<file path="src/rtl/boxcar_avg_pkg.sv">
package boxcar_avg_pkg;

  // Effective exponent: requests above the limit are held at the limit.
  function automatic int clamp_log2(input int req, input int lmax);
    return (req > lmax) ? lmax : req;
  endfunction

  // Number of samples in a window of exponent m.
  function automatic int win_len(input int m);
    return 1 << m;
  endfunction

endpackage

</file>
<file path="src/rtl/boxcar_avg_hist.sv">
module boxcar_avg_hist #(
  parameter int DATA_W  = 14,
  parameter int LOG_MAX = 8,
  parameter int LOG_W   = 4
) (
  input  logic              clk,
  input  logic              rst_n,
  input  logic              push,
  input  logic [DATA_W-1:0] push_data,
  input  logic [LOG_W-1:0]  m_eff,
  output logic [DATA_W-1:0] leave_data
);
  localparam int DEPTH = 1 << LOG_MAX;
  localparam int PTR_W = LOG_MAX;

  logic [DATA_W-1:0] mem [DEPTH];
  logic [PTR_W-1:0]  wr_ptr;
  logic [PTR_W:0]    win_ext;
  logic [PTR_W-1:0]  rd_idx;

  // The sample leaving the window was written 2^m pushes ago.
  // For the full depth this is the slot about to be overwritten.
  assign win_ext    = (PTR_W+1)'(1) << m_eff;
  assign rd_idx     = wr_ptr - win_ext[PTR_W-1:0];
  assign leave_data = mem[rd_idx];

  always_ff @(posedge clk) begin
    if (push) mem[wr_ptr] <= push_data;
  end

  always_ff @(posedge clk) begin
    if (!rst_n)    wr_ptr <= '0;
    else if (push) wr_ptr <= wr_ptr + PTR_W'(1);
  end

endmodule

</file>
<file path="src/rtl/boxcar_avg_fill.sv">
module boxcar_avg_fill #(
  parameter int LOG_MAX = 8,
  parameter int LOG_W   = 4
) (
  input  logic             clk,
  input  logic             rst_n,
  input  logic             push,
  input  logic [LOG_W-1:0] m_eff,
  output logic             win_clear,
  output logic             win_full
);
  localparam int FILL_W = LOG_MAX + 1;

  logic [LOG_W-1:0]  m_q;
  logic [FILL_W-1:0] fill_q;
  logic [FILL_W-1:0] fill_base;
  logic [FILL_W-1:0] win_ext;

  assign win_clear = (m_eff != m_q);
  assign fill_base = win_clear ? '0 : fill_q;
  assign win_ext   = FILL_W'(1) << m_eff;
  assign win_full  = (fill_base == win_ext);

  always_ff @(posedge clk) begin
    if (!rst_n) begin
      m_q    <= '0;
      fill_q <= '0;
    end else begin
      m_q <= m_eff;
      if (push && !win_full) fill_q <= fill_base + FILL_W'(1);
      else                   fill_q <= fill_base;
    end
  end

  // the count of filled slots never exceeds the current window.
  p_fill_bound_r5: assert property (@(posedge clk) disable iff (!rst_n)
    fill_q <= (FILL_W'(1) << m_q));

  // a change of exponent leaves no filled slot behind.
  p_clear_fill_r6: assert property (@(posedge clk) disable iff (!rst_n)
    (win_clear && !push) |=> (fill_q == '0));

endmodule

</file>
<file path="src/rtl/boxcar_avg_acc.sv">
module boxcar_avg_acc #(
  parameter int DATA_W  = 14,
  parameter int LOG_MAX = 8,
  parameter int LOG_W   = 4
) (
  input  logic              clk,
  input  logic              rst_n,
  input  logic              push,
  input  logic              win_clear,
  input  logic              win_full,
  input  logic [LOG_W-1:0]  m_eff,
  input  logic [DATA_W-1:0] new_data,
  input  logic [DATA_W-1:0] leave_data,
  output logic              res_valid,
  output logic [DATA_W-1:0] res_data
);
  localparam int ACC_W = DATA_W + LOG_MAX;

  // Mean of a window: arithmetic shift keeps the two's complement form.
  function automatic logic [DATA_W-1:0] mean_of(
    input logic signed [ACC_W-1:0] a, input logic [LOG_W-1:0] m);
    logic signed [ACC_W-1:0] s;
    s = a >>> m;
    return s[DATA_W-1:0];
  endfunction

  logic signed [ACC_W-1:0] acc_q, acc_base, acc_next, new_ext, old_ext;
  logic signed [ACC_W-1:0] acc_scaled;
  logic                    fits_w;

  assign new_ext  = ACC_W'($signed(new_data));
  assign old_ext  = win_full ? ACC_W'($signed(leave_data)) : '0;
  assign acc_base = win_clear ? '0 : acc_q;
  assign acc_next = acc_base + new_ext - old_ext;

  assign acc_scaled = acc_q >>> m_eff;
  assign fits_w     = (acc_scaled[ACC_W-1:DATA_W-1] == '0) ||
                      (acc_scaled[ACC_W-1:DATA_W-1] == '1);

  always_ff @(posedge clk) begin
    if (!rst_n) begin
      acc_q     <= '0;
      res_valid <= 1'b0;
      res_data  <= '0;
    end else begin
      res_valid <= push;
      if (push) begin
        acc_q    <= acc_next;
        res_data <= mean_of(acc_next, m_eff);
      end else if (win_clear) begin
        acc_q <= '0;
      end
    end
  end

  // a window change with no sample leaves an empty sum.
  p_clear_acc_r6: assert property (@(posedge clk) disable iff (!rst_n)
    (win_clear && !push) |=> (acc_q == '0));

  // the stored sum divided by the window stays inside the sample range.
  p_no_overflow_r8: assert property (@(posedge clk) disable iff (!rst_n)
    !win_clear |-> fits_w);

endmodule

</file>
<file path="src/rtl/boxcar_avg.sv">
module boxcar_avg #(
  parameter int DATA_W  = 14,
  parameter int CTRL_W  = 4,
  parameter int LOG_MAX = 8
) (
  input  logic              clk,
  input  logic              rst_n,
  input  logic [CTRL_W-1:0] avg_log2,
  input  logic              in_valid,
  input  logic [DATA_W-1:0] in_data,
  output logic              out_valid,
  output logic [DATA_W-1:0] out_data
);
  import boxcar_avg_pkg::*;

  localparam int LOG_W = $clog2(LOG_MAX + 1);

  logic [LOG_W-1:0]  m_eff;
  logic              win_clear;
  logic              win_full;
  logic [DATA_W-1:0] leave_data;

  assign m_eff = LOG_W'(clamp_log2(int'(avg_log2), LOG_MAX));

  boxcar_avg_hist #(.DATA_W(DATA_W), .LOG_MAX(LOG_MAX), .LOG_W(LOG_W)) u_hist (
    .clk(clk), .rst_n(rst_n), .push(in_valid), .push_data(in_data),
    .m_eff(m_eff), .leave_data(leave_data));

  boxcar_avg_fill #(.LOG_MAX(LOG_MAX), .LOG_W(LOG_W)) u_fill (
    .clk(clk), .rst_n(rst_n), .push(in_valid), .m_eff(m_eff),
    .win_clear(win_clear), .win_full(win_full));

  boxcar_avg_acc #(.DATA_W(DATA_W), .LOG_MAX(LOG_MAX), .LOG_W(LOG_W)) u_acc (
    .clk(clk), .rst_n(rst_n), .push(in_valid), .win_clear(win_clear),
    .win_full(win_full), .m_eff(m_eff), .new_data(in_data),
    .leave_data(leave_data), .res_valid(out_valid), .res_data(out_data));

  // every sample yields a strobe one clock later, and nothing else does.
  p_strobe_lat_r2: assert property (@(posedge clk) disable iff (!rst_n)
    in_valid |=> out_valid);
  p_strobe_idle_r2: assert property (@(posedge clk) disable iff (!rst_n)
    !in_valid |=> !out_valid);

  // the result holds between strobes.
  p_hold_r9: assert property (@(posedge clk) disable iff (!rst_n)
    !out_valid |-> $stable(out_data));

  // a one-sample window passes the sample through.
  p_pass_r3: assert property (@(posedge clk) disable iff (!rst_n)
    (in_valid && avg_log2 == '0) |=> (out_data == $past(in_data)));

endmodule

</file>
<file path="config.mk">
export PLATFORM = sky130hd
export DESIGN_NAME = boxcar_avg
export DESIGN_NICKNAME = d
export VERILOG_FILES = /design/src/rtl/boxcar_avg_pkg.sv /design/src/rtl/boxcar_avg_hist.sv /design/src/rtl/boxcar_avg_fill.sv /design/src/rtl/boxcar_avg_acc.sv /design/src/rtl/boxcar_avg.sv
export SDC_FILE = /design/constraint.sdc
export NUM_CORES = 2
export LEC_CHECK = 0
export BUFFER_PORTS_ARGS = -buffer_cell sky130_fd_sc_hd__buf_2
export CORE_ASPECT_RATIO = 1.5
export CORE_MARGIN = 8
export CORE_UTILIZATION = 45
export CTS_CLUSTER_DIAMETER = 50
export DETAILED_ROUTE_END_ITERATION = 16
export GPL_ROUTABILITY_DRIVEN = 0
export HOLD_SLACK_MARGIN = 0.02
export SYNTH_ARGS = -nofsm -noshare
export SYNTH_HDL_FRONTEND = slang
export SYNTH_SLANG_ARGS = --single-unit
</file>
<file path="constraint.sdc">
create_clock -name clk -period 16.4 [get_ports clk]
set_clock_uncertainty 0.05 [all_clocks]
set_input_delay 1.64 -clock clk [delete_from_list [all_inputs] [get_ports clk]]
set_output_delay 1.64 -clock clk [all_outputs]
set_load 0.005 [all_outputs]
</file>
* Yosys cells after proc, flatten, opt, wreduce, memory -nomap -nowiden *
Memories as Yosys holds them, arrays and structs flattened.
Index checks and enable logic that the tools add are counted.

word-level totals
  logic and storage cells = 27
  output and inout bits = 15
  bits in registers = 58
  bits of input ports = 21
  bits in writable memories = 3584
  memories = 1

operators by class
  order comparisons = 1
  add/sub/neg operators = 5
  shifts and indexed selects = 2
  mux-type cells = 8
  reduce and logical (&&, ||, !) cells = 2
  equal/unequal tests = 2

memory list
  name        words  bits a word  read ports  clocked after Yosys merged registers in  wr ports  line                   RTL
  u_hist.mem  256    14           1           0                                        1         boxcar_avg_hist.sv:16  logic [DATA_W-1:0] mem [DEPTH];

operator list
  operator                                                           number
  22-bit two-way mux                                                 3
  22-bit by 14-bit adder with 22-bit output                          1
  22-bit by 4-bit >>> shifter with 14-bit output                     1
  22-bit subtractor                                                  1
  9-bit two-way mux                                                  2
  9-bit by 1-bit adder with 9-bit output, second input constant      1
  9-bit equality test                                                1
  1-bit by 4-bit left shift with 9-bit output, first input constant  1
  8-bit by 1-bit adder with 8-bit output, second input constant      1
  8-bit subtractor                                                   1
  4-bit greater-than comparator, second input constant               1
  4-bit two-way mux                                                  1
  4-bit inequality test                                              1
  1-bit two-way mux                                                  2
  1-bit logical AND                                                  1
  1-bit zero test                                                    1

* Longest topological paths before layout *
  word-level depth = 8
  gate-level depth with buffers = 31
  mapped depth without buffers = 26

* Cells and area by module *
From an unflattened synthesis, not the netlist that was laid out.

unflattened totals
  cell total of the unflattened synthesis = 7619
  area total of the unflattened synthesis = 144622.5 um^2

modules (own cells, without submodules)
  module           cells each  instances  seq. area each (um^2)  area an instance (um^2)
  boxcar_avg_hist  6887        1          107783.4               139087.1
  boxcar_avg_acc   620         1          740.7                  4620.7
  boxcar_avg_fill  108         1          260.2                  892.1
  boxcar_avg       4           1          0.0                    22.5

* Worst setup path before layout *
Ideal clock, no wire load.

  path type = input port to flip-flop
  start point = input avg_log2[2]
  end point = register u_acc.res_data[13]
  required time = 16.228 ns
  buffers on the path = 8
  arrival = 8.426 ns
  setup slack = 7.802 ns
  setup time = 0.122 ns
  stages on the path = 28
  cell sequence = clkbuf_1 clkbuf_1 clkbuf_1 nor4_1 ha_1 fa_1 buf_2 buf_4 clkbuf_1 clkbuf_1 mux4_2 mux4_2 mux4_2 mux2i_1 o22ai_1 fa_1 inv_1 ha_1 clkbuf_1 a21oi_1 o21ai_0 a221o_1 a221o_1 a31oi_1 xor2_1 mux2i_1 o31ai_1 nor3_1

between the ends
  longest elaborated chain between the ends = 8
  elaborated cells between the ends (all ways) = 13
  classes of those cells = add/sub (3); order compare (1); eq/ne (2); shift (2); mux (4); memory (1)

RTL lines
  element                                                                                      line                                          RTL
  start: declaration                                                                           boxcar_avg.sv:8                               input logic [CTRL_W-1:0] avg_log2,
  4-bit greater-than comparator                                                                boxcar_avg_pkg.sv:5                           return (req > lmax) ? lmax : req;
  4-bit two-way mux (*)                                                                        boxcar_avg_pkg.sv:5
  1-bit by 4-bit left shift with 9-bit output / 4-bit inequality test (equally long branches)  boxcar_avg_fill.sv:21, boxcar_avg_fill.sv:19
  8-bit subtractor / 9-bit two-way mux (equally long branches)                                 boxcar_avg_hist.sv:24, boxcar_avg_fill.sv:20
  memory read 256 x 14 bit / 9-bit equality test (equally long branches)                       --
  22-bit two-way mux                                                                           boxcar_avg_acc.sv:32                          assign old_ext = win_full ? ACC_W'($signed(leave_data)) : '0;
  22-bit subtractor                                                                            boxcar_avg_acc.sv:34                          assign acc_next = acc_base + new_ext - old_ext;
  22-bit by 4-bit >>> shifter with 14-bit output (*)                                           boxcar_avg_acc.sv:23                          s = a >>> m;
  end signal: assignment                                                                       boxcar_avg_acc.sv:49                          res_data <= mean_of(acc_next, m_eff);
  end: declaration                                                                             boxcar_avg_acc.sv:15                          output logic [DATA_W-1:0] res_data

Every way passes the cells marked *; elsewhere a longest branch is shown, timed or not.
A chain may end at the register's enable or synchronous reset.

* Worst setup path after layout *
  start point = input avg_log2[1]
  end point = register u_acc.res_data[10]

Same word-level chain as after synthesis.

==> impl_metrics.json <==
{
  "dp.cells": 10416,
  "hold_violations": 0,
  "hold_buffers": 0,
  "yosys_warnings": 0,
  "nNetsFinal": 6626,
  "status": "completed",
  "postCtsSetupRepairBufs": 0,
  "drv_slew": 0,
  "fp.dieW_um": 476,
  "grt.total_usage": 0.214,
  "synth.distinct_cells": 63,
  "switchingPower_mw": 4.97,
  "start_util": 0.452,
  "post-route-cell-area_mm2": 0.160,
  "dr.pass1.iters": 6,
  "rsz0062_at_grt": "false",
  "synth_seq_cells": 3642,
  "htree_levels": 5,
  "crit_top_cell": "nor3_1",
  "ir_worst_vdd_mv": 0.0923,
  "max_freq_mhz": 90.9,
  "antenna_found_initial": 11,
  "via_per_inst": 6.01,
  "grt_max_degree": 209,
  "antenna_left": 0,
  "slowest_stage": "fa_4",
  "gr-usage-met2": 0.377,
  "cts_root_buffer": "clkbuf_16",
  "seqPwrFrac": 0.500,
  "critPathLaunchType": "input pin",
  "synth_edf_count": 3584,
  "final_cell_mix": "3584 x edfxtp_1, 1168 x mux4_2, 341 x clkbuf_16, 304 x buf_4, 297 x nor2_1",
  "dieArea_mm2": 0.336,
  "chipHeight_um": 706,
  "leakagePower_nw": 50.1,
  "wl_um": 365000,
  "rows": 253,
  "cts_buffers": 335,
  "grt_pass1_vias": 68700,
  "drt_iter0_drc": 7024,
  "arrival_ns": 11.65,
  "crit_chain": "buf_2 -> clkinv_1 -> nor2_1 -> nor3_1 -> fa_4 -> buf_12 -> buf_4 -> mux4_2 -> mux4_2 -> mux4_2 -> mux2i_1 -> o22ai_1 -> fa_1 -> inv_1 -> ha_1 -> and2_1 -> o21ai_0 -> nor2_1 -> nor3_1 -> nor3_1 -> nor3_1 -> o21ai_0 -> nor4_1 -> a221oi_1",
  "min_path_type": "flip-flop to flip-flop",
  "preCtsSetupSlack_ns": 4.88,
  "setup_viol": 0,
  "fin_crit_sh": 0.671,
  "p_comb_frac": 0.127,
  "drc": 0,
  "final_common_cell": "edfxtp_1",
  "p_int_mw": 15.5,
  "worstMarginPinSlew_ns": 1.42,
  "path_max_fanout": 85,
  "grt_pass1_wl_um": 520000,
  "cp.required_ns": 17.05,
  "io_pins": 36,
  "p_per_area_mw_per_mm2": 128,
  "yosysSeqAreaShare": 0.762,
  "cts.sinks": 3642,
  "finalWorstSetupSlack_ns": 5.40,
  "fillCellCount": 24856,
  "crit_family": "simple AND/OR/NAND/NOR gates",
  "syn2layout_area_growth_pct": 12.3,
  "netlist_instances": 6195,
  "busiest_layer": "met2",
  "path_clk_slew_ns": 0.06,
  "cap_violations": 0,
  "syn_area_mm2": 0.143,
  "clockBufferDepth": 4,
  "place_area_mm2": 0.150,
  "syn_nets": 6275,
  "synth_flop_cell": "edfxtp_1",
  "overflow": 0,
  "ys_async_sr_fraction": 0,
  "crit_buf_inv": 5,
  "cts_tree": "done",
  "period_needed_ns": 11.00,
  "clock_latency_ns": 0.90,
  "use_met3": 0.0323,
  "clkPwrFrac": 0.373,
  "core-area_mm2": 0.316,
  "worst-r2r-cell-count": 22,
  "swShare": 0.243,
  "io_buffer_count": 35,
  "cp.depth": 24,
  "fin_cells": 11022,
  "drive_gt1_frac": 0.304,
  "use_met1": 0.274,
  "vias": 66235,
  "finalSetupTns_ns": 0,
  "path_class": "input pin to flip-flop",
  "hpwlAfterDp_um": 219000,
  "avgSynthCellArea_um2": 23.0,
  "routedWlPerCell_um": 33.1,
  "cts_resized": 0,
  "crit_path_max_incr_delay_ns": 1.41,
  "endpoint_kind": "flip-flop",
  "hold_ws_ns": 0.442,
  "hold_path_depth": 2,
  "slew_headroom": 0.0555
}
==> power by group through the flow <==
stage	Clock, mW	Sequential [mW]	Combinational [mW]
6_report	7.64	10.3	2.61
5_1_grt	8.09	10.3	2.73
2_1_floorplan	0	10.5	1.59
3_3_place_gp	0	10.5	2.61
4_1_cts	7.78	10.3	2.63
3_5_place_dp	0	10.5	2.63
==> cell families (layout without fill, tap and decap cells) <==
| logic type | count (synthesis) | after routing | share of synthesized area |
|---|---|---|---|
| compound gates | 199 | 199 | 0.00885 |
| xor+xnor | 44 | 44 | 0.00281 |
| fa+ha+maj | 59 | 59 | 0.00633 |
| buf+inv | 417 | 1030 | 0.0124 |
| flops | 3642 | 3642 | 0.762 |
| mux | 1238 | 1238 | 0.189 |
| other cells | 0 | 7 | 0 |
| simple gates | 596 | 596 | 0.0178 |
==> stage by stage <==
stage | util | total power [mW]
floorplan | - | 12.0
global placement | 0.474 | 13.1
detailed placement | 0.474 | 13.1
CTS | 0.507 | 20.7
global route | 0.507 | 21.1
finish | 0.507 | 20.5
==> path summary, 6_finish.rpt <==
kind	end	slack, ns	from
setup / recovery	u_acc.res_data[10]$_SDFFE_PN0P_	5.40	avg_log2[1]
hold / removal	u_acc.res_data[0]$_SDFFE_PN0P_	0.44	u_acc.res_data[0]$_SDFFE_PN0P_
hold reg to reg	u_acc.res_data[0]$_SDFFE_PN0P_	0.44	u_acc.res_data[0]$_SDFFE_PN0P_
setup reg to reg	u_acc.res_data[10]$_SDFFE_PN0P_	6.87	u_hist.wr_ptr[0]$_SDFFE_PN0P_
==> tightest hold or removal path: stages (launching register included) <==
cell and delay, ns:
dfxtp_1 0.32, nand3b_1 0.07, o21ai_0 0.07
==> flip-flops by register name (all words and copies together) (netlist names) <==
| name | cells |
|---|---|
| u_fill.m_q | 4 |
| u_acc.res_data | 14 |
| u_acc.res_valid | 1 |
| u_hist.mem | 3584 |
| u_hist.wr_ptr | 8 |
| u_acc.acc_q | 22 |
| u_fill.fill_q | 9 |
==> final cells by class <==
type	count	area [um2]	share of cell area
multi-input cells	2136	32300	0.202
diodes	7	17.5	0.000109
well taps	4207	5260	0.0329
clock inverters	180	1620	0.0101
repair buffers	360	3000	0.0187
flip-flops and latches	3642	109000	0.679
inverters	71	267	0.00166
clock buffers	419	8900	0.0555
==> layer usage <==
layer	routed length, um	up-vias	share of wire
met4	14300	2	0.039
met1	138000	36279	0.38
met3	21800	556	0.060
met5	17	-	0.000047
li1	-	26963	-
met2	191000	2435	0.52
==> cells in the mapped netlist, drive strengths merged (4+ instances only) <==
cell type | count | share of area
clkbuf | 212 | 0.0056
and3 | 14 | 0.00061
ha | 37 | 0.0032
fa | 22 | 0.0031
edfxtp | 3584 | 0.75
inv | 70 | 0.0018
nand4 | 10 | 0.00044
nand2 | 126 | 0.0033
xor2 | 18 | 0.0011
mux2 | 11 | 0.00087
buf | 134 | 0.0050
nor2b | 11 | 0.00048
nand2b | 6 | 0.00026
mux4 | 1168 | 0.18
o31ai | 6 | 0.00032
nand3 | 28 | 0.00098
a221o | 4 | 0.00028
o22ai | 18 | 0.00079
nand3b | 7 | 0.00037
o21ai | 47 | 0.0016
a31oi | 12 | 0.00053
xnor2 | 26 | 0.0017
nor3 | 20 | 0.00070
dfxtp | 58 | 0.0081
o221ai | 6 | 0.00037
o21a | 5 | 0.00026
o2111ai | 5 | 0.00031
mux2i | 59 | 0.0041
a211oi | 9 | 0.00047
nor4 | 6 | 0.00026
nor2 | 342 | 0.0090
a21oi | 54 | 0.0019
a21o | 9 | 0.00047
and2 | 10 | 0.00044
Note: power is estimated with default switching activity, not from simulation.
